File: config.mk
export PLATFORM = sky130hd
export DESIGN_NAME = t1_frame_check
export DESIGN_NICKNAME = d
export VERILOG_FILES = /design/src/rtl/t1fc_pkg.sv /design/src/rtl/t1fc_cnt.sv /design/src/rtl/t1fc_lrc.sv /design/src/rtl/t1_frame_check.sv
export SDC_FILE = /design/constraint.sdc
export NUM_CORES = 1
export LEC_CHECK = 0
export ABC_AREA = 1
export BUFFER_PORTS_ARGS = -buffer_cell sky130_fd_sc_hd__buf_2
export CAP_MARGIN = 20
export CORE_MARGIN = 4
export CORE_UTILIZATION = 45
export CTS_BUF_LIST = sky130_fd_sc_hd__clkbuf_4 sky130_fd_sc_hd__clkbuf_8
export DETAILED_ROUTE_END_ITERATION = 10
export GPL_TIMING_DRIVEN = 0
export PLACE_DENSITY = 0.63
export SYNTH_ARGS = -nofsm -noshare
export SYNTH_HDL_FRONTEND = slang
export SYNTH_HIERARCHICAL = 1
export SYNTH_SLANG_ARGS = --single-unit
File: constraint.sdc
create_clock -name clk -period 2.8 [get_ports clk]
set_input_delay 0 -clock clk [delete_from_list [all_inputs] [get_ports clk]]
set_output_delay 0 -clock clk [all_outputs]
set_load 0.02 [all_outputs]
File: src/rtl/t1fc_pkg.sv
package t1fc_pkg;
    typedef enum logic [2:0] {
        ST_AWAIT_NAD = 3'd0,
        ST_GOT_NAD   = 3'd1,
        ST_GOT_PCB   = 3'd2,
        ST_IN_INF    = 3'd3,
        ST_IN_EDC    = 3'd4,
        ST_DISCARD   = 3'd5
    } state_e;

    typedef enum logic [2:0] {
        FLD_NAD  = 3'd0,
        FLD_PCB  = 3'd1,
        FLD_LEN  = 3'd2,
        FLD_INF  = 3'd3,
        FLD_EDC  = 3'd4,
        FLD_SKIP = 3'd5
    } field_e;
endpackage

File: src/rtl/t1fc_cnt.sv
module t1fc_cnt #(
    parameter int W = 8
) (
    input  logic         clk,
    input  logic         rst_n,
    input  logic         clr,
    input  logic         load,
    input  logic [W-1:0] load_val,
    input  logic         dec,
    output logic         last_o
);
    logic [W-1:0] cnt;

    always_ff @(posedge clk) begin
        if (!rst_n)      cnt <= '0;
        else if (clr)    cnt <= '0;
        else if (load)   cnt <= load_val;
        else if (dec)    cnt <= cnt - 1'b1;
    end

    assign last_o = (cnt == W'(1));

    // the remaining-byte count never wraps below zero
    a_r2_no_underflow: assert property (@(posedge clk) disable iff (!rst_n)
        (dec && !load && !clr) |-> (cnt != '0));
endmodule

File: src/rtl/t1fc_lrc.sv
module t1fc_lrc #(
    parameter int W = 8
) (
    input  logic         clk,
    input  logic         rst_n,
    input  logic         en,
    input  logic         start,
    input  logic [W-1:0] din,
    output logic         zero_o
);
    logic [W-1:0] acc;

    always_ff @(posedge clk) begin
        if (!rst_n)          acc <= '0;
        else if (en && start) acc <= din;
        else if (en)          acc <= acc ^ din;
    end

    // XOR over the block including the byte now on din
    assign zero_o = ((acc ^ din) == '0);
endmodule

File: src/rtl/t1_frame_check.sv
module t1_frame_check
    import t1fc_pkg::*;
#(
    parameter int BYTE_W    = 8,
    parameter int CRC_BYTES = 2
) (
    input  logic              clk,
    input  logic              rst_n,
    input  logic              abort_i,
    input  logic              edc_crc_i,
    input  logic              byte_vld_i,
    input  logic [BYTE_W-1:0] byte_i,
    input  logic              par_err_i,
    input  logic              blk_end_i,
    output logic              tag_vld_o,
    output logic [2:0]        field_o,
    output logic              done_o,
    output logic              len_err_o,
    output logic              edc_err_o,
    output logic              par_err_o
);
    localparam logic [BYTE_W-1:0] LEN_BAD  = {BYTE_W{1'b1}};
    localparam logic [BYTE_W-1:0] EDC_LRC  = BYTE_W'(1);
    localparam logic [BYTE_W-1:0] EDC_CRC  = BYTE_W'(CRC_BYTES);

    state_e            st, nxt;
    field_e            fld;
    logic              take, ended;
    logic              cnt_load, cnt_dec, cnt_last;
    logic [BYTE_W-1:0] cnt_val, edc_len;
    logic              lrc_zero;
    logic              fin, lerr, eerr;

    assign take    = byte_vld_i && !abort_i;
    assign ended   = blk_end_i && !byte_vld_i && !abort_i;
    assign edc_len = edc_crc_i ? EDC_CRC : EDC_LRC;

    t1fc_cnt #(.W(BYTE_W)) u_cnt (
        .clk      (clk),
        .rst_n    (rst_n),
        .clr      (abort_i),
        .load     (cnt_load),
        .load_val (cnt_val),
        .dec      (cnt_dec),
        .last_o   (cnt_last)
    );

    t1fc_lrc #(.W(BYTE_W)) u_lrc (
        .clk    (clk),
        .rst_n  (rst_n),
        .en     (take),
        .start  (st == ST_AWAIT_NAD),
        .din    (byte_i),
        .zero_o (lrc_zero)
    );

    // state register
    always_ff @(posedge clk) begin
        if (!rst_n) st <= ST_AWAIT_NAD;
        else        st <= nxt;
    end

    // transitions and per-byte decisions
    always_comb begin
        nxt      = st;
        fld      = FLD_NAD;
        cnt_load = 1'b0;
        cnt_val  = '0;
        cnt_dec  = 1'b0;
        fin      = 1'b0;
        lerr     = 1'b0;
        eerr     = 1'b0;
        if (abort_i) begin
            nxt = ST_AWAIT_NAD;                       // T_ABORT
        end else if (take) begin
            unique case (st)
                ST_AWAIT_NAD: begin fld = FLD_NAD; nxt = ST_GOT_NAD; end
                ST_GOT_NAD:   begin fld = FLD_PCB; nxt = ST_GOT_PCB; end
                ST_GOT_PCB: begin
                    fld = FLD_LEN;
                    if (byte_i == LEN_BAD) begin
                        lerr = 1'b1;
                        nxt  = ST_DISCARD;            // T_LEN_BAD
                    end else if (byte_i == '0) begin
                        cnt_load = 1'b1;
                        cnt_val  = edc_len;
                        nxt      = ST_IN_EDC;         // T_LEN_EMPTY
                    end else begin
                        cnt_load = 1'b1;
                        cnt_val  = byte_i;
                        nxt      = ST_IN_INF;         // T_LEN_BODY
                    end
                end
                ST_IN_INF: begin
                    fld = FLD_INF;
                    if (cnt_last) begin
                        cnt_load = 1'b1;
                        cnt_val  = edc_len;
                        nxt      = ST_IN_EDC;         // T_BODY_DONE
                    end else begin
                        cnt_dec = 1'b1;
                    end
                end
                ST_IN_EDC: begin
                    fld = FLD_EDC;
                    if (cnt_last) begin
                        fin  = 1'b1;
                        eerr = !edc_crc_i && !lrc_zero;
                        nxt  = ST_AWAIT_NAD;          // T_CLOSE
                    end else begin
                        cnt_dec = 1'b1;
                    end
                end
                ST_DISCARD: fld = FLD_SKIP;
                default:    nxt = ST_AWAIT_NAD;
            endcase
        end else if (ended) begin
            if (st == ST_DISCARD) begin
                nxt = ST_AWAIT_NAD;                   // T_FLUSH
            end else if (st != ST_AWAIT_NAD) begin
                lerr = 1'b1;
                nxt  = ST_AWAIT_NAD;                  // T_SHORT
            end
        end
    end

    // registered outputs
    always_ff @(posedge clk) begin
        if (!rst_n) begin
            tag_vld_o <= 1'b0;
            field_o   <= 3'd0;
            done_o    <= 1'b0;
            len_err_o <= 1'b0;
            edc_err_o <= 1'b0;
            par_err_o <= 1'b0;
        end else begin
            tag_vld_o <= take;
            field_o   <= take ? fld : 3'd0;
            done_o    <= fin;
            len_err_o <= lerr;
            edc_err_o <= eerr;
            par_err_o <= take && par_err_i;
        end
    end

    // a block cannot both close and fail its length
    a_r6_done_excl: assert property (@(posedge clk) disable iff (!rst_n)
        !(done_o && len_err_o));
    // an XOR failure is reported only when a block closes
    a_r4_edc_on_done: assert property (@(posedge clk) disable iff (!rst_n)
        edc_err_o |-> done_o);
    // an EDC byte seen in CRC mode never yields an XOR failure
    a_r5_crc_no_edc: assert property (@(posedge clk) disable iff (!rst_n)
        (take && st == ST_IN_EDC && edc_crc_i) |=> !edc_err_o);
    // abort leaves nothing flagged and returns to the idle state
    a_r10_abort_quiet: assert property (@(posedge clk) disable iff (!rst_n)
        abort_i |=> (!tag_vld_o && !done_o && !len_err_o && st == ST_AWAIT_NAD));
    // a tag follows only from a byte in the previous cycle
    a_r2_tag_from_byte: assert property (@(posedge clk) disable iff (!rst_n)
        tag_vld_o |-> $past(byte_vld_i));
    // a block in discard never reports completion
    a_r7_no_done_skip: assert property (@(posedge clk) disable iff (!rst_n)
        done_o |-> $past(st) == ST_IN_EDC);
    // a parity report belongs to a tagged byte
    a_r9_par_tagged: assert property (@(posedge clk) disable iff (!rst_n)
        par_err_o |-> tag_vld_o);
endmodule

== After elaboration in Yosys (flattened, before gate mapping) ==
Index checks and enable logic that the tools add are counted.

* Bits in registers: 27
* Bits in latches: 0
* Bits in writable memories: 0
* ROM bits: 0
* Bits of input ports: 15
* Output and inout port bits: 8
* Logic and storage cells: 84
* Memories: 0

* Add/subtract/negate cells: 1
* Multipliers: 0
* Divide/modulo/power cells: 0
* Order comparisons: 0
* Eq/ne operators: 10
* Shift operators: 0
* Mux-type cells: 35
* Bitwise gates (word level): 5
* Reduce and logical (&&, ||, !) cells: 24

{| class="wikitable"
|+ Operators by type and width
! operator !! number
|-
| 2-to-1 mux 8 bit || 7
|-
| 2-to-1 mux 3 bit || 8
|-
| case mux 3 bit (6 select lines) || 1
|-
| logical NOT 8 bit || 2
|-
| case mux 8 bit (2 select lines) || 1
|-
| case mux 3 bit (5 select lines) || 1
|-
| 2-to-1 mux 1 bit || 14
|-
| equality test 8 x 1 -> 1 bit (second input constant) || 1
|-
| equality test 8 bit (second input constant) || 1
|-
| subtractor 8 x 1 -> 8 bit (second input constant) || 1
|-
| XOR 8 bit || 1
|-
| equality test 3 x 2 -> 1 bit (second input constant) || 2
|-
| equality test 3 bit (second input constant) || 2
|-
| logical AND 1 bit || 6
|-
| inequality test 3 bit (second input constant) || 2
|-
| nonzero test 2 bit || 3
|-
| nonzero test 3 bit || 2
|-
| AND reduction 5 bit || 1
|-
| OR reduction 5 bit || 1
|-
| logical NOT 1 bit || 4
|-
| 2-to-1 mux 2 bit || 2
|-
| NOT 1 bit || 4
|-
| OR reduction 2 bit || 2
|-
| OR reduction 4 bit || 1
|-
| other kinds (5) || 5
|}

== Longest topological paths before layout ==
Gate-level depths: netlist of the first run.

* Word-level depth: 7
* Depth in mapped cells: 14
* Mapped depth without buffers: 13

== Cells and area by module ==
The synthesis of the first run kept the hierarchy.

{| class="wikitable"
|+ By module, submodules not included
! module !! instances !! cells an instance !! area each (um^2)
|-
| t1_frame_check || 1 || 120 || 750.7
|-
| t1fc_cnt || 1 || 86 || 548.0
|-
| t1fc_lrc || 1 || 99 || 538.0
|}

== Worst setup path after synthesis of the first run ==
OpenSTA, ideal clock, no wires.

* Path type: flip-flop to flip-flop
* Start point: register u_cnt.cnt[1]
* End point: register u_cnt.cnt[4]
* Library setup time: 113 ps
* Data arrival time: 1938 ps
* Data required time: 2687 ps
* Slack: 749 ps
* Cell stages (with the launch flop): 15
* Cells stage by stage: dfxtp_1 inv_1 ha_1 nand3_1 nor4_1 inv_1 nor2_1 inv_1 a21oi_1 buf_6 nor2_2 nand2_2 nand2_1 o21ai_1 inv_1

* Longest elaborated chain between the ends: 6
* Elaborated cells on any way between the ends: 13

{| class="wikitable"
|+ RTL lines
! item !! line !! RTL
|-
| start, declared || t1fc_cnt.sv:12 || <nowiki>logic [W-1:0] cnt;</nowiki>
|-
| start signal, assigned || t1fc_cnt.sv:17 || <nowiki>else if (load) cnt <= load_val;</nowiki>
|-
| start signal, assigned || t1fc_cnt.sv:18 || <nowiki>else if (dec) cnt <= cnt - 1'b1;</nowiki>
|-
| equality test 8 x 1 -> 1 bit * || t1fc_cnt.sv:21 || <nowiki>assign last_o = (cnt == W'(1));</nowiki>
|-
| via cnt_last || t1_frame_check.sv:29 || <nowiki>logic cnt_load, cnt_dec, cnt_last;</nowiki>
|-
| 2-to-1 mux 1 bit * || t1_frame_check.sv:96 || <nowiki>if (cnt_last) begin</nowiki>
|-
| case mux 1 bit (2 select lines) * || t1_frame_check.sv:76 || <nowiki>unique case (st)</nowiki>
|-
| 2-to-1 mux 1 bit * || t1_frame_check.sv:75 || <nowiki>end else if (take) begin</nowiki>
|-
| 2-to-1 mux 1 bit * || t1_frame_check.sv:73 || <nowiki>if (abort_i) begin</nowiki>
|-
| via cnt_load || t1_frame_check.sv:29 ||
|-
| 2-to-1 mux 8 bit / nonzero test 2 bit (equally long branches) || - ||
|}

The timed path passes the listed nets; every way through them passes the cells marked *. The select of a mux whose other input is x is not followed.
A chain may end at the register's enable or synchronous reset.

== Worst setup path in the final report of the first run ==
Same ends and word-level chain as after synthesis.

==> results of run 1 <==
==> logic make-up after synthesis <==
kind of cell | Yosys count | synth area share
buf+inv | 59 | 0.129
fa+ha+maj | 6 | 0.0409
flops | 27 | 0.294
simple gates | 176 | 0.415
compound gates | 37 | 0.121
==> how the worst max path moves through the flow <==
stage	slack, ns	start	depth (start not counted)	end
6_report	0.30	u_cnt/cnt[1]	14	u_cnt/cnt[4]
5_1_grt	0.03	u_cnt/cnt[1]	14	u_cnt/cnt[4]
4_1_cts	0.30	u_cnt/cnt[1]	14	u_cnt/cnt[4]
3_5_place_dp	0.33	u_cnt/cnt[1]	14	u_cnt/cnt[4]
3_3_place_gp	0.33	u_cnt/cnt[1]	14	u_cnt/cnt[4]
2_1_floorplan	0.75	u_cnt/cnt[1]	14	u_cnt/cnt[4]
==> synthesized netlist by cell type <==
master | number | share of area
nor3_2 | 1 | 0.0054
nor2_8 | 1 | 0.011
a21oi_1 | 10 | 0.027
nor2_4 | 1 | 0.0061
o21ai_2 | 2 | 0.0095
a21oi_2 | 1 | 0.0048
a22oi_1 | 5 | 0.020
buf_6 | 2 | 0.012
nand3_2 | 1 | 0.0054
nand4_1 | 2 | 0.0068
nor3b_2 | 1 | 0.0068
nand3_1 | 14 | 0.038
inv_1 | 49 | 0.10
nor2_2 | 4 | 0.014
nand2_2 | 2 | 0.0068
buf_2 | 1 | 0.0027
nand2_1 | 94 | 0.19
inv_2 | 7 | 0.014
o21bai_1 | 1 | 0.0041
a211oi_1 | 1 | 0.0041
nor2_1 | 43 | 0.088
nor3_1 | 9 | 0.025
dfxtp_1 | 27 | 0.29
o21ai_1 | 7 | 0.019
or2_1 | 1 | 0.0034
o21ai_0 | 9 | 0.025
nor4_1 | 2 | 0.0068
o211ai_2 | 1 | 0.0068
ha_1 | 6 | 0.041
==> worst min-delay path: cells and delay by family <==
kind / cells / cell delay (ns)
buffers and inverters: 2 / 0.16
and+or+nand+nor: 1 / 0.08
==> layer usage <==
| layer | part of all wire | routed length (um) | up-vias | global-route usage |
|---|---|---|---|---|
| li1 | - | - | 1001 | - |
| met1 | 0.52 | 2130 | 799 | 0.243 |
| met2 | 0.44 | 1810 | 24 | 0.269 |
| met3 | 0.031 | 128 | 4 | 0.0208 |
| met4 | 0.0095 | 39 | 0 | 0.0376 |
| met5 | 0 | 0 | - | 0 |
==> per-stage QoR <==
step	hold WS [ns]	setup slack (ns)	instances	power (mW)
6_report	0.0258	0.296	381	0.701
5_1_grt	0.0318	0.0294	381	0.742
4_1_cts	0.0120	0.297	381	0.714
3_5_place_dp	0.227	0.330	375	0.484
3_3_place_gp	0.217	0.335	375	0.484
2_1_floorplan	0.0791	0.749	305	0.454
==> cell usage in the layout, fill, tap and decap left out, drive strengths merged, types with 5 or more instances in the layout <==
cell type / instances
inv: 56
buf: 25
nor2: 49
a22oi: 5
dfxtp: 27
nor3: 10
a21oi: 11
ha: 6
o21ai: 18
nand3: 15
nand2: 96
==> timing repair <==
| action | CTS | global route |
|---|---|---|
| setup buffers | 0 | 0 |
| hold buffers | 2 | 0 |
| endpoints found under the hold margin | 2 | 0 |
| resized for setup | 0 | 0 |
==> flip-flops by register name (all words and copies together) (netlist names) <==
name and count:
field_o 3, u_lrc/acc 8, st 3, par_err_o 1
edc_err_o 1, tag_vld_o 1, u_cnt/cnt 8, done_o 1
len_err_o 1
==> power breakdown <==
group          internal, mW  total (mW)  switching [mW]
sequential            0.390       0.394         0.00424
combinational        0.0298      0.0833          0.0535
clock                0.0998       0.223           0.123
total                 0.520       0.701           0.181
==> layout make-up <==
cell class | count | area (sq um) | share of cell area
multi-input combinational | 219 | 1060 | 0.511
sequential | 27 | 541 | 0.261
inverter | 56 | 210 | 0.101
timing repair buffer | 24 | 130 | 0.0628
tap | 48 | 60.1 | 0.0290
clock buffer | 3 | 41.3 | 0.0199
buffer | 3 | 27.5 | 0.0133
clock inverter | 1 | 5.00 | 0.00241
==> metrics.md, run 1 <==
| Metric | Value |
|---|---|
| Crit path DAT | `2.68 ns` |
| Area growth syn-to-layout | `12.9%` |
| Max stage delay on crit path | `0.51 ns` |
| CTS root buf | `clkbuf_8` |
| Register area share after synthesis | `0.294` |
| Endpoints failing hold | `0` |
| Fin area | `0.00207 sq mm` |
| CP cell instances | `inv_1 > ha_1 > nand3_1 > nor4_1 > inv_1 > nor2_1 > inv_1 > a21oi_1 > buf_6 > nor2_2 > nand2_2 > nand2_1 > o21ai_1 > inv_1` |
| Mean Syn Cell Area | `6.02 sq um` |
| Vias in the first global route | `1609` |
| Initial Util | `0.484` |
| First-pass GRT wire length | `7.11 mm` |
| CP delay by family, top | `simple AND/OR/NAND/NOR gates` |
| DRC errors left | `0` |
| Routed vias/inst | `4.80` |
| TritonRoute pass-1 iters | `4` |
| Leakage | `0.998 nW` |
| Unrepaired setup endpoints after global routing | `false` |
| Routed wire length | `4.11 mm` |
| WHS Path Cells | `3` |
| Antenna-violating nets left | `0` |
| Mapped Cells | `305` |
| Yosys reg bits | `27` |
| Worst-Skew Late Latency | `0.27 ns` |
| Critical setup path kind | `reg -> reg` |
| Core ar. | `0.00380 sq mm` |
| Vias after detailed routing | `1828` |
| Final max-slew violation count | `0` |
| Largest net degree at the start of global routing | `16` |
| DR WL/cell | `10.8 um` |
| # fillers | `405` |
| Terminus of the critical flop-to-flop path | `u_cnt/cnt[4]` |
| Clk sinks | `27` |
| Cell area after placement | `0.00201 sq mm` |
| Syn_nets | `326` |
| Syn. warnings | `6` |
| Setup TNS Final | `0 ns` |
| Row Count | `22` |
| Crit Path Max Fanout | `10` |
| Crit path top cell by count | `inv_1` |
| CP max-delay cell | `nor4_1` |
| Die area | `0.00517 sq mm` |
| Worst r2r path cells | `14` |
| Share of layout cells above drive strength 1 | `0.153` |
| FF-to-FF setup slack | `0.30 ns` |
| Clock buffer count from CTS | `3` |
| Hold Path Origin | `byte_vld_i` |
| Pwr Density | `338 mW/mm^2` |
| Slew @ Worst Pin | `0.662 ns` |
| CP Capture Type | `flip-flop` |
| Tmin final | `2.50 ns` |
| CTS H-tree lvls | `1` |
| ANT cells | `0` |
| CTS tree | `built` |
| Worst reg2reg startpoint | `u_cnt/cnt[1]` |
| Outcome | `finished, final reports clean` |
| VDD IR-drop max | `190 uV` |
| Worst Hold Class | `in -> reg` |
| Finished Core Util | `0.546` |
| Post-synthesis cell type count | `29` |
| Clock tree buffer depth | `2` |
| Total gr overflow | `0` |
| # IOs | `23` |
| Mapped Area | `0.00184 sq mm` |
| Clock Skew | `0.00494 ns` |
| Period utilization | `0.894` |
| Worst EP required | `2.97 ns` |
| Count of final setup violators | `0` |
| Nets | `355` |
| Initial antenna violation count | `0` |
| Setup crit start kind | `flip-flop` |
| Max Cap Viol | `0` |
| Worst path bufs/invs | `5` |
| Rel. slew slack | `0.555` |
| Port buffer count | `22` |
| FMAX | `0.399 GHz` |
| Routability cong. | `0.865` |
| Post-DP HPWL | `3.25 mm` |
| Die H | `71.9 um` |
| Gr usage total | `0.169` |
| Reg clk slew, reported paths | `0.09 ns` |
| Die width | `71.9 um` |
| DRT iter0 DRCs | `78` |
| Hold EP | `tag_vld_o` |
No activity file was read; power rests on OpenSTA's default activity.
==> run 2, diff against run 1 <==
--- a/config.mk
+++ b/config.mk
@@ -8,12 +8,14 @@
 export ABC_AREA = 1
 export BUFFER_PORTS_ARGS = -buffer_cell sky130_fd_sc_hd__buf_2
 export CAP_MARGIN = 20
+export CELL_PAD_IN_SITES_DETAIL_PLACEMENT = 1
+export CELL_PAD_IN_SITES_GLOBAL_PLACEMENT = 2
 export CORE_MARGIN = 4
-export CORE_UTILIZATION = 45
+export CORE_UTILIZATION = 31
 export CTS_BUF_LIST = sky130_fd_sc_hd__clkbuf_4 sky130_fd_sc_hd__clkbuf_8
 export DETAILED_ROUTE_END_ITERATION = 10
 export GPL_TIMING_DRIVEN = 0
-export PLACE_DENSITY = 0.63
+export PLACE_DENSITY = 0.8
 export SYNTH_ARGS = -nofsm -noshare
 export SYNTH_HDL_FRONTEND = slang
 export SYNTH_HIERARCHICAL = 1
==> metrics.md, run 2 (synthesis gave the netlist of run 1 again) <==
| Metric | Value |
|---|---|
| Outcome | `finished, final reports clean` |
| Number of gates resized after CTS | `0 (unchanged)` |
| Area growth syn-to-layout | `14.5%` |
| Count of final setup violators | `0 (unchanged)` |
| Post-DP HPWL | `3.99 mm (+23%)` |
| Vias in the first global route | `1899 (+18%)` |
| Rel. slew slack | `0.548 (-0.00686)` |
| Crit Path Max Fanout | `10 (unchanged)` |
| First-pass GRT wire length | `8.56 mm (+20%)` |
| # fillers | `766 (+89%)` |
| Routed wire length | `4.88 mm (+19%)` |
| Die width | `85.0 um (+18%)` |
| WHS | `0.0202 ns (-0.00554 ns)` |
| Top flop regs | `u_cnt/cnt x8, u_lrc/acc x8` |
| CP Capture Type | `flip-flop` |
| Worst-Skew Late Latency | `0.28 ns (about the same)` |
| Crit path DAT | `2.72 ns (+0.04 ns)` |
| Routed vias/inst | `4.61 (-3.9%)` |
| ANT cells | `0 (unchanged)` |
| Tmin final | `2.53 ns (+0.0294 ns)` |
| Endpoints failing hold | `0 (unchanged)` |
| Die area | `0.00722 sq mm (+40%)` |
| Row Count | `27 (+23%)` |
| VDD IR-drop max | `213 uV (+12%)` |
| DRC errors left | `0 (unchanged)` |
| Critical setup path kind | `reg -> reg` |
| Clock buffer count from CTS | `3 (unchanged)` |
| Clock Skew | `0.00418 ns (-0.000761 ns)` |
| DRT iter0 DRCs | `50 (-36%)` |
| Nets | `355 (unchanged)` |
| CTS H-tree lvls | `1 (unchanged)` |
| Commonest non-fill, non-tap cell in the layout | `nand2_1` |
| Setup TNS Final | `0 ns (unchanged)` |
| Vias after detailed routing | `1867 (+2.1%)` |
| Total gr overflow | `0 (unchanged)` |
| Most frequent cells in the layout | `nand2_1 (94), inv_1 (49), nor2_1 (43)` |
| # IOs | `23 (unchanged)` |
| CTS tree | `built` |
| Pwr Density | `340 mW/mm^2 (+0.55%)` |
| Clk sinks | `27 (unchanged)` |
| Leakage | `0.998 nW (unchanged)` |
| Port buffer count | `22 (unchanged)` |
| Die H | `85.0 um (+18%)` |
| Setup crit start kind | `flip-flop` |
| Initial antenna violation count | `0 (unchanged)` |
| Gr usage total | `0.143 (-0.0259)` |
| Worst Hold Class | `in -> reg` |
| Reg clk slew, reported paths | `0.10 ns (about the same)` |
| Period utilization | `0.905 (+0.0105)` |
| Worst EP required | `2.98 ns (about the same)` |
| DR WL/cell | `12.0 um (+12%)` |
| Antenna-violating nets left | `0 (unchanged)` |
| Largest net degree at the start of global routing | `16 (unchanged)` |
| Slew @ Worst Pin | `0.672 ns (+0.0102 ns)` |
| CTS root buf | `clkbuf_8` |
| Max Cap Viol | `0 (unchanged)` |
| Core ar. | `0.00564 sq mm (+49%)` |
| Share of layout cells above drive strength 1 | `0.153 (unchanged)` |
| Routability cong. | `0.797 (-7.8%)` |
| Initial Util | `0.326 (-0.158)` |
| TritonRoute pass-1 iters | `4 (unchanged)` |
| Clock tree buffer depth | `2 (unchanged)` |
| Final max-slew violation count | `0 (unchanged)` |
| Unrepaired setup endpoints after global routing | `false` |
| FMAX | `0.395 GHz (-1.2%)` |
-- run 2: through the flow --
step	std cells	area, sq um	total power, mW	setup slack (ns)	util
floorplan	305	1840	0.454	0.749	-
global placement	399	2040	0.487	0.312	0.361
detailed placement	399	2040	0.488	0.236	0.361
CTS	405	2100	0.727	0.210	0.373
global route	405	2100	0.764	0.0340	0.373
finish	405	2100	0.715	0.266	0.373
-- run 2: worst max-delay path, cell delays in order (launching register included) --
cell and delay, ns:
dfxtp_1 0.32, inv_1 0.11, ha_1 0.18, nand3_1 0.08, nor4_1 0.52, inv_1 0.09, nor2_1 0.17, inv_1 0.07
a21oi_1 0.39, buf_6 0.21, nor2_2 0.05, nand2_2 0.05, nand2_1 0.05, o21ai_1 0.11, inv_1 0.05
-- run 2: timing repair --
action                    4_1_cts  5_1_grt
hold buffers                    2        0
hold endpoints to repair        2        0
buffers inserted                0        0
-- run 2: area by class of cell --
class,count,area [sq um],area share
flip-flops and latches,27,541,0.257
repair buffers,24,130,0.0619
clock buffers,3,41.3,0.0196
clock inverters,1,5.00,0.00238
multi-input cells,219,1060,0.503
inverters,56,210,0.0999
plain buffers,3,27.5,0.0131
well taps,72,90.1,0.0428
-- run 2: routing by layer --
| metal | share of wire | global-route usage | vias to the layer above |
|---|---|---|---|
| met3 | 0.025 | 0.0204 | 4 |
| met2 | 0.44 | 0.240 | 17 |
| met1 | 0.53 | 0.195 | 846 |
| li1 | - | - | 1000 |
| met5 | 0 | 0 | - |
| met4 | 0.0078 | 0.0273 | 0 |
-- run 2: path summary, 6_finish.rpt --
check                                     to  slack (ns)  cells past startpoint    startpoint
worst max register to register  u_cnt/cnt[4]        0.27                     14  u_cnt/cnt[1]
worst max-delay path            u_cnt/cnt[4]        0.27                     14  u_cnt/cnt[1]
worst min register to register  u_lrc/acc[2]        0.57                      3  u_lrc/acc[2]
worst min-delay path               tag_vld_o        0.02                      3    byte_vld_i
-- run 2: report_power, final --
part,internal (mW),switching (mW),leakage (nW)
Sequential,0.390,0.00423,0.219
Clock,0.100,0.135,0.0255
Combinational,0.0298,0.0553,0.754
Total,0.520,0.194,0.998
==> run 3, diff against run 2 <==
--- a/config.mk
+++ b/config.mk
@@ -11,12 +11,10 @@
 export CELL_PAD_IN_SITES_DETAIL_PLACEMENT = 1
 export CELL_PAD_IN_SITES_GLOBAL_PLACEMENT = 2
 export CORE_MARGIN = 4
-export CORE_UTILIZATION = 31
-export CTS_BUF_LIST = sky130_fd_sc_hd__clkbuf_4 sky130_fd_sc_hd__clkbuf_8
+export CORE_UTILIZATION = 30
 export DETAILED_ROUTE_END_ITERATION = 10
 export GPL_TIMING_DRIVEN = 0
-export PLACE_DENSITY = 0.8
+export PLACE_DENSITY = 0.77
 export SYNTH_ARGS = -nofsm -noshare
 export SYNTH_HDL_FRONTEND = slang
-export SYNTH_HIERARCHICAL = 1
 export SYNTH_SLANG_ARGS = --single-unit
==> constraint.sdc (replaced) <==
create_clock -name clk -period 2.9 [get_ports clk]
set_input_delay 0 -clock clk [delete_from_list [all_inputs] [get_ports clk]]
set_output_delay 0 -clock clk [all_outputs]
set_load 0.02 [all_outputs]
==> metrics.md, run 3 <==
| Metric | Value |
|---|---|
| First-pass GRT wire length | `7.82 mm (-8.6%)` |
| Worst-Skew Late Latency | `0.28 ns (about the same)` |
| Endpoints failing hold | `0 (unchanged)` |
| Layout Cells excl Fill | `365 (-9.9%)` |
| Clock network power share | `0.327 (-0.002)` |
| Post-synth top flop | `dfxtp_1` |
| Number of gates resized after CTS | `0 (unchanged)` |
| Syn. warnings | `0 (-6)` |
| Count of final setup violators | `0 (unchanged)` |
| Logic pwr share | `0.125 (+0.006)` |
| Final max-slew violation count | `0 (unchanged)` |
| Most frequent cells in the layout | `nand2_1 (77), nor2_1 (39), inv_1 (31)` |
| Top flop regs | `u_cnt.cnt x8, u_lrc.acc x8` |
| Crit Path Max Fanout | `6 (-4)` |
| CTS H-tree lvls | `1 (unchanged)` |
| Leakage | `0.962 nW (-3.6%)` |
| Commonest non-fill, non-tap cell in the layout | `nand2_1` |
| Sequential Power Share | `0.548 (-0.004)` |
| Post-synth top cells | `nand2_1 (77), nor2_1 (39), inv_1 (31)` |
| Gr usage total | `0.152 (+0.00933)` |
| WHS | `0.0255 ns (+0.00530 ns)` |
| Vias in the first global route | `1620 (-15%)` |
| Row Count | `26 (-3.7%)` |
| Antenna-violating nets left | `0 (unchanged)` |
| Share of layout cells above drive strength 1 | `0.136 (-0.0176)` |
| DRT iter0 DRCs | `66 (+32%)` |
| Sw Pwr | `0.192 mW (-1.3%)` |
| CTS tree | `built` |
| Setup crit start kind | `flip-flop` |
| Mapped Cells | `267 (-12%)` |
| Port buffer count | `22 (unchanged)` |
| DRC errors left | `0 (unchanged)` |
| Worst Hold Class | `in -> reg` |
| Share of the synthesized area in the top cell type | `0.325 (+0.0310)` |
| Initial Util | `0.317 (-0.00832)` |
| Die width | `82.4 um (-3.0%)` |
| Routed vias/inst | `4.72 (+2.5%)` |
| Area growth syn-to-layout | `15.8%` |
| Worst path bufs/invs | `2 (-3)` |
| Cells after DPL | `359 (-10%)` |
| Unrepaired setup endpoints after global routing | `false` |
| Routability cong. | `0.805 (+0.92%)` |
| Setup TNS Final | `0 ns (unchanged)` |
| Initial antenna violation count | `0 (unchanged)` |
| Post-synthesis cell type count | `23 (-21%)` |
| Max stage delay on crit path | `0.36 ns (-0.16 ns)` |
| ANT cells | `0 (unchanged)` |
| Register area share after synthesis | `0.325 (+0.0310)` |
| Post-DP HPWL | `3.83 mm (-3.9%)` |
| Cell accounting for the most synthesized area | `dfxtp_1` |
| Tmin final | `1.63 ns (-0.904 ns)` |
| Max Cap Viol | `0 (unchanged)` |
| Reg clk slew, reported paths | `0.10 ns (about the same)` |
| # IOs | `23 (unchanged)` |
| CTS root buf | `clkbuf_8` |
| Count leader, synth | `nand2_1` |
| Crit path DAT | `1.81 ns (-0.91 ns)` |
| Clock buffer count from CTS | `3 (unchanged)` |
| Clk sinks | `27 (unchanged)` |
| Worst EP required | `3.08 ns (+0.10 ns)` |
| CP cell instances | `inv_2 > nand2_1 > nor2_2 > nand2_2 > nand2_2 > nand2_2 > nand2_1 > inv_1 > nor2_1 > nor2_1` |
| Nets | `313 (-12%)` |
| Yosys reg bits | `27 (unchanged)` |
| Die H | `82.4 um (-3.0%)` |
| Outcome | `finished, final reports clean` |
| Die area | `0.00679 sq mm (-5.9%)` |
| CP delay by family, top | `simple AND/OR/NAND/NOR gates` |
| Mean Syn Cell Area | `6.22 sq um (+3.3%)` |
| TritonRoute pass-1 iters | `4 (unchanged)` |
| EDFF count, synth | `0 (unchanged)` |
| Cell area after placement | `0.00186 sq mm (-8.7%)` |
| Syn_nets | `284 (-13%)` |
| Clock Skew | `0.00297 ns (-0.00121 ns)` |
| Mapped Area | `0.00166 sq mm (-9.5%)` |
| Async set or reset register ratio after synthesis | `0 (unchanged)` |
| Total gr overflow | `0 (unchanged)` |
| Fin area | `0.00192 sq mm (-8.5%)` |
| Pwr Density | `364 mW/mm^2 (+7.1%)` |
| CP max-delay cell | `dfxtp_1` |
| Sw Share | `0.274 (+0.00215)` |
| DR WL/cell | `13.2 um (+9.6%)` |
| Crit path top cell by count | `nand2_2` |
| Period utilization | `0.562 (-0.343)` |
| Largest net degree at the start of global routing | `15 (-1)` |
| Vias after detailed routing | `1724 (-7.7%)` |
| CP Capture Type | `flip-flop` |
| Cell Int Power | `0.508 mW (-2.3%)` |
| Core ar. | `0.00524 sq mm (-7.2%)` |
| Rel. slew slack | `0.492 (-0.0561)` |
| Design Power | `0.700 mW (-2.0%)` |
| Critical setup path kind | `reg -> reg` |
| FMAX | `0.614 GHz (+55%)` |
| Routed wire length | `4.82 mm (-1.3%)` |
| Post-CTS Setup Inserts | `0 (unchanged)` |
| Clock tree buffer depth | `2 (unchanged)` |
| VDD IR-drop max | `169 uV (-21%)` |
| Slew @ Worst Pin | `0.760 ns (+0.0876 ns)` |
| Top cells by area, synth | `dfxtp_1 (33%), nand2_1 (17%), nor2_1 (8.8%)` |
[run 3: cell count changes after synthesis, sizes merged, moves of 4 or more]
cell   change
inv       -23
nor2       -7
xor2      +12
nand2     -14
nand3     +10
nor3       -7
o21ai      -7
ha         -4
[run 3: layout make-up]
cell class              count  area (sq um)
well taps                  70          87.6
flip-flops and latches     27           541
plain buffers               6          40.0
fillers                   702          3310
clock buffers               4          45.0
repair buffers             24           130
inverters                  33           124
multi-input cells         201           957
[run 3: per-stage QoR]
step / util / setup slack [ns]
2_1_floorplan: - / 1.57
3_3_place_gp: 0.355 / 1.31
3_5_place_dp: 0.355 / 1.27
4_1_cts: 0.367 / 1.25
5_1_grt: 0.367 / 1.10
6_report: 0.367 / 1.27
[run 3: final timing paths]
check                                   from           end  slack (ns)  cells after the start
worst max-delay path                   st[2]  u_cnt.cnt[2]        1.27                     10
worst min-delay path                 abort_i     len_err_o        0.03                      4
worst max register to register         st[2]  u_cnt.cnt[2]        1.27                     10
worst min register to register  u_lrc.acc[1]  u_lrc.acc[1]        0.48                      2
[run 3: cells by family (layout without fill, tap and decap cells)]
group	after synthesis	after routing	share of synthesized area
buffers and inverters	39	67	0.0986
XOR/XNOR	12	12	0.0633
adder cells (fa/ha/maj)	2	2	0.0151
AND/OR/NAND/NOR	158	158	0.402
flip-flops	27	27	0.325
AO/OA/AOI/OAI	29	29	0.0956
[run 3: power groups by stage]
stage	Clock, mW	Sequential [mW]	Combinational [mW]
final	0.229	0.384	0.0877
after global routing	0.253	0.385	0.0996
after CTS	0.241	0.384	0.0894
after detailed placement	0	0.392	0.0872
after global placement	0	0.392	0.0863
after floorplan	0	0.393	0.0503
[run 3: tightest hold or removal path, stage by stage]
cell and delay (ns):
buf_2 0.10, nor2_1 0.06, nand3_1 0.06, a21oi_1 0.05
[run 3: repair_timing]
| item | CTS | global route |
|---|---|---|
| setup endpoints to repair | 0 | 0 |
| hold buffers | 2 | 0 |
| endpoints found under the hold margin | 5 | 0 |
[run 3: routing by layer]
layer  global-route usage  vias up  part of all wire
li1                     -      900                 -
met1                0.210      787              0.51
met2                0.244       29              0.44
met3               0.0206        8             0.030
met4               0.0465        0             0.018
met5                    0        -                 0
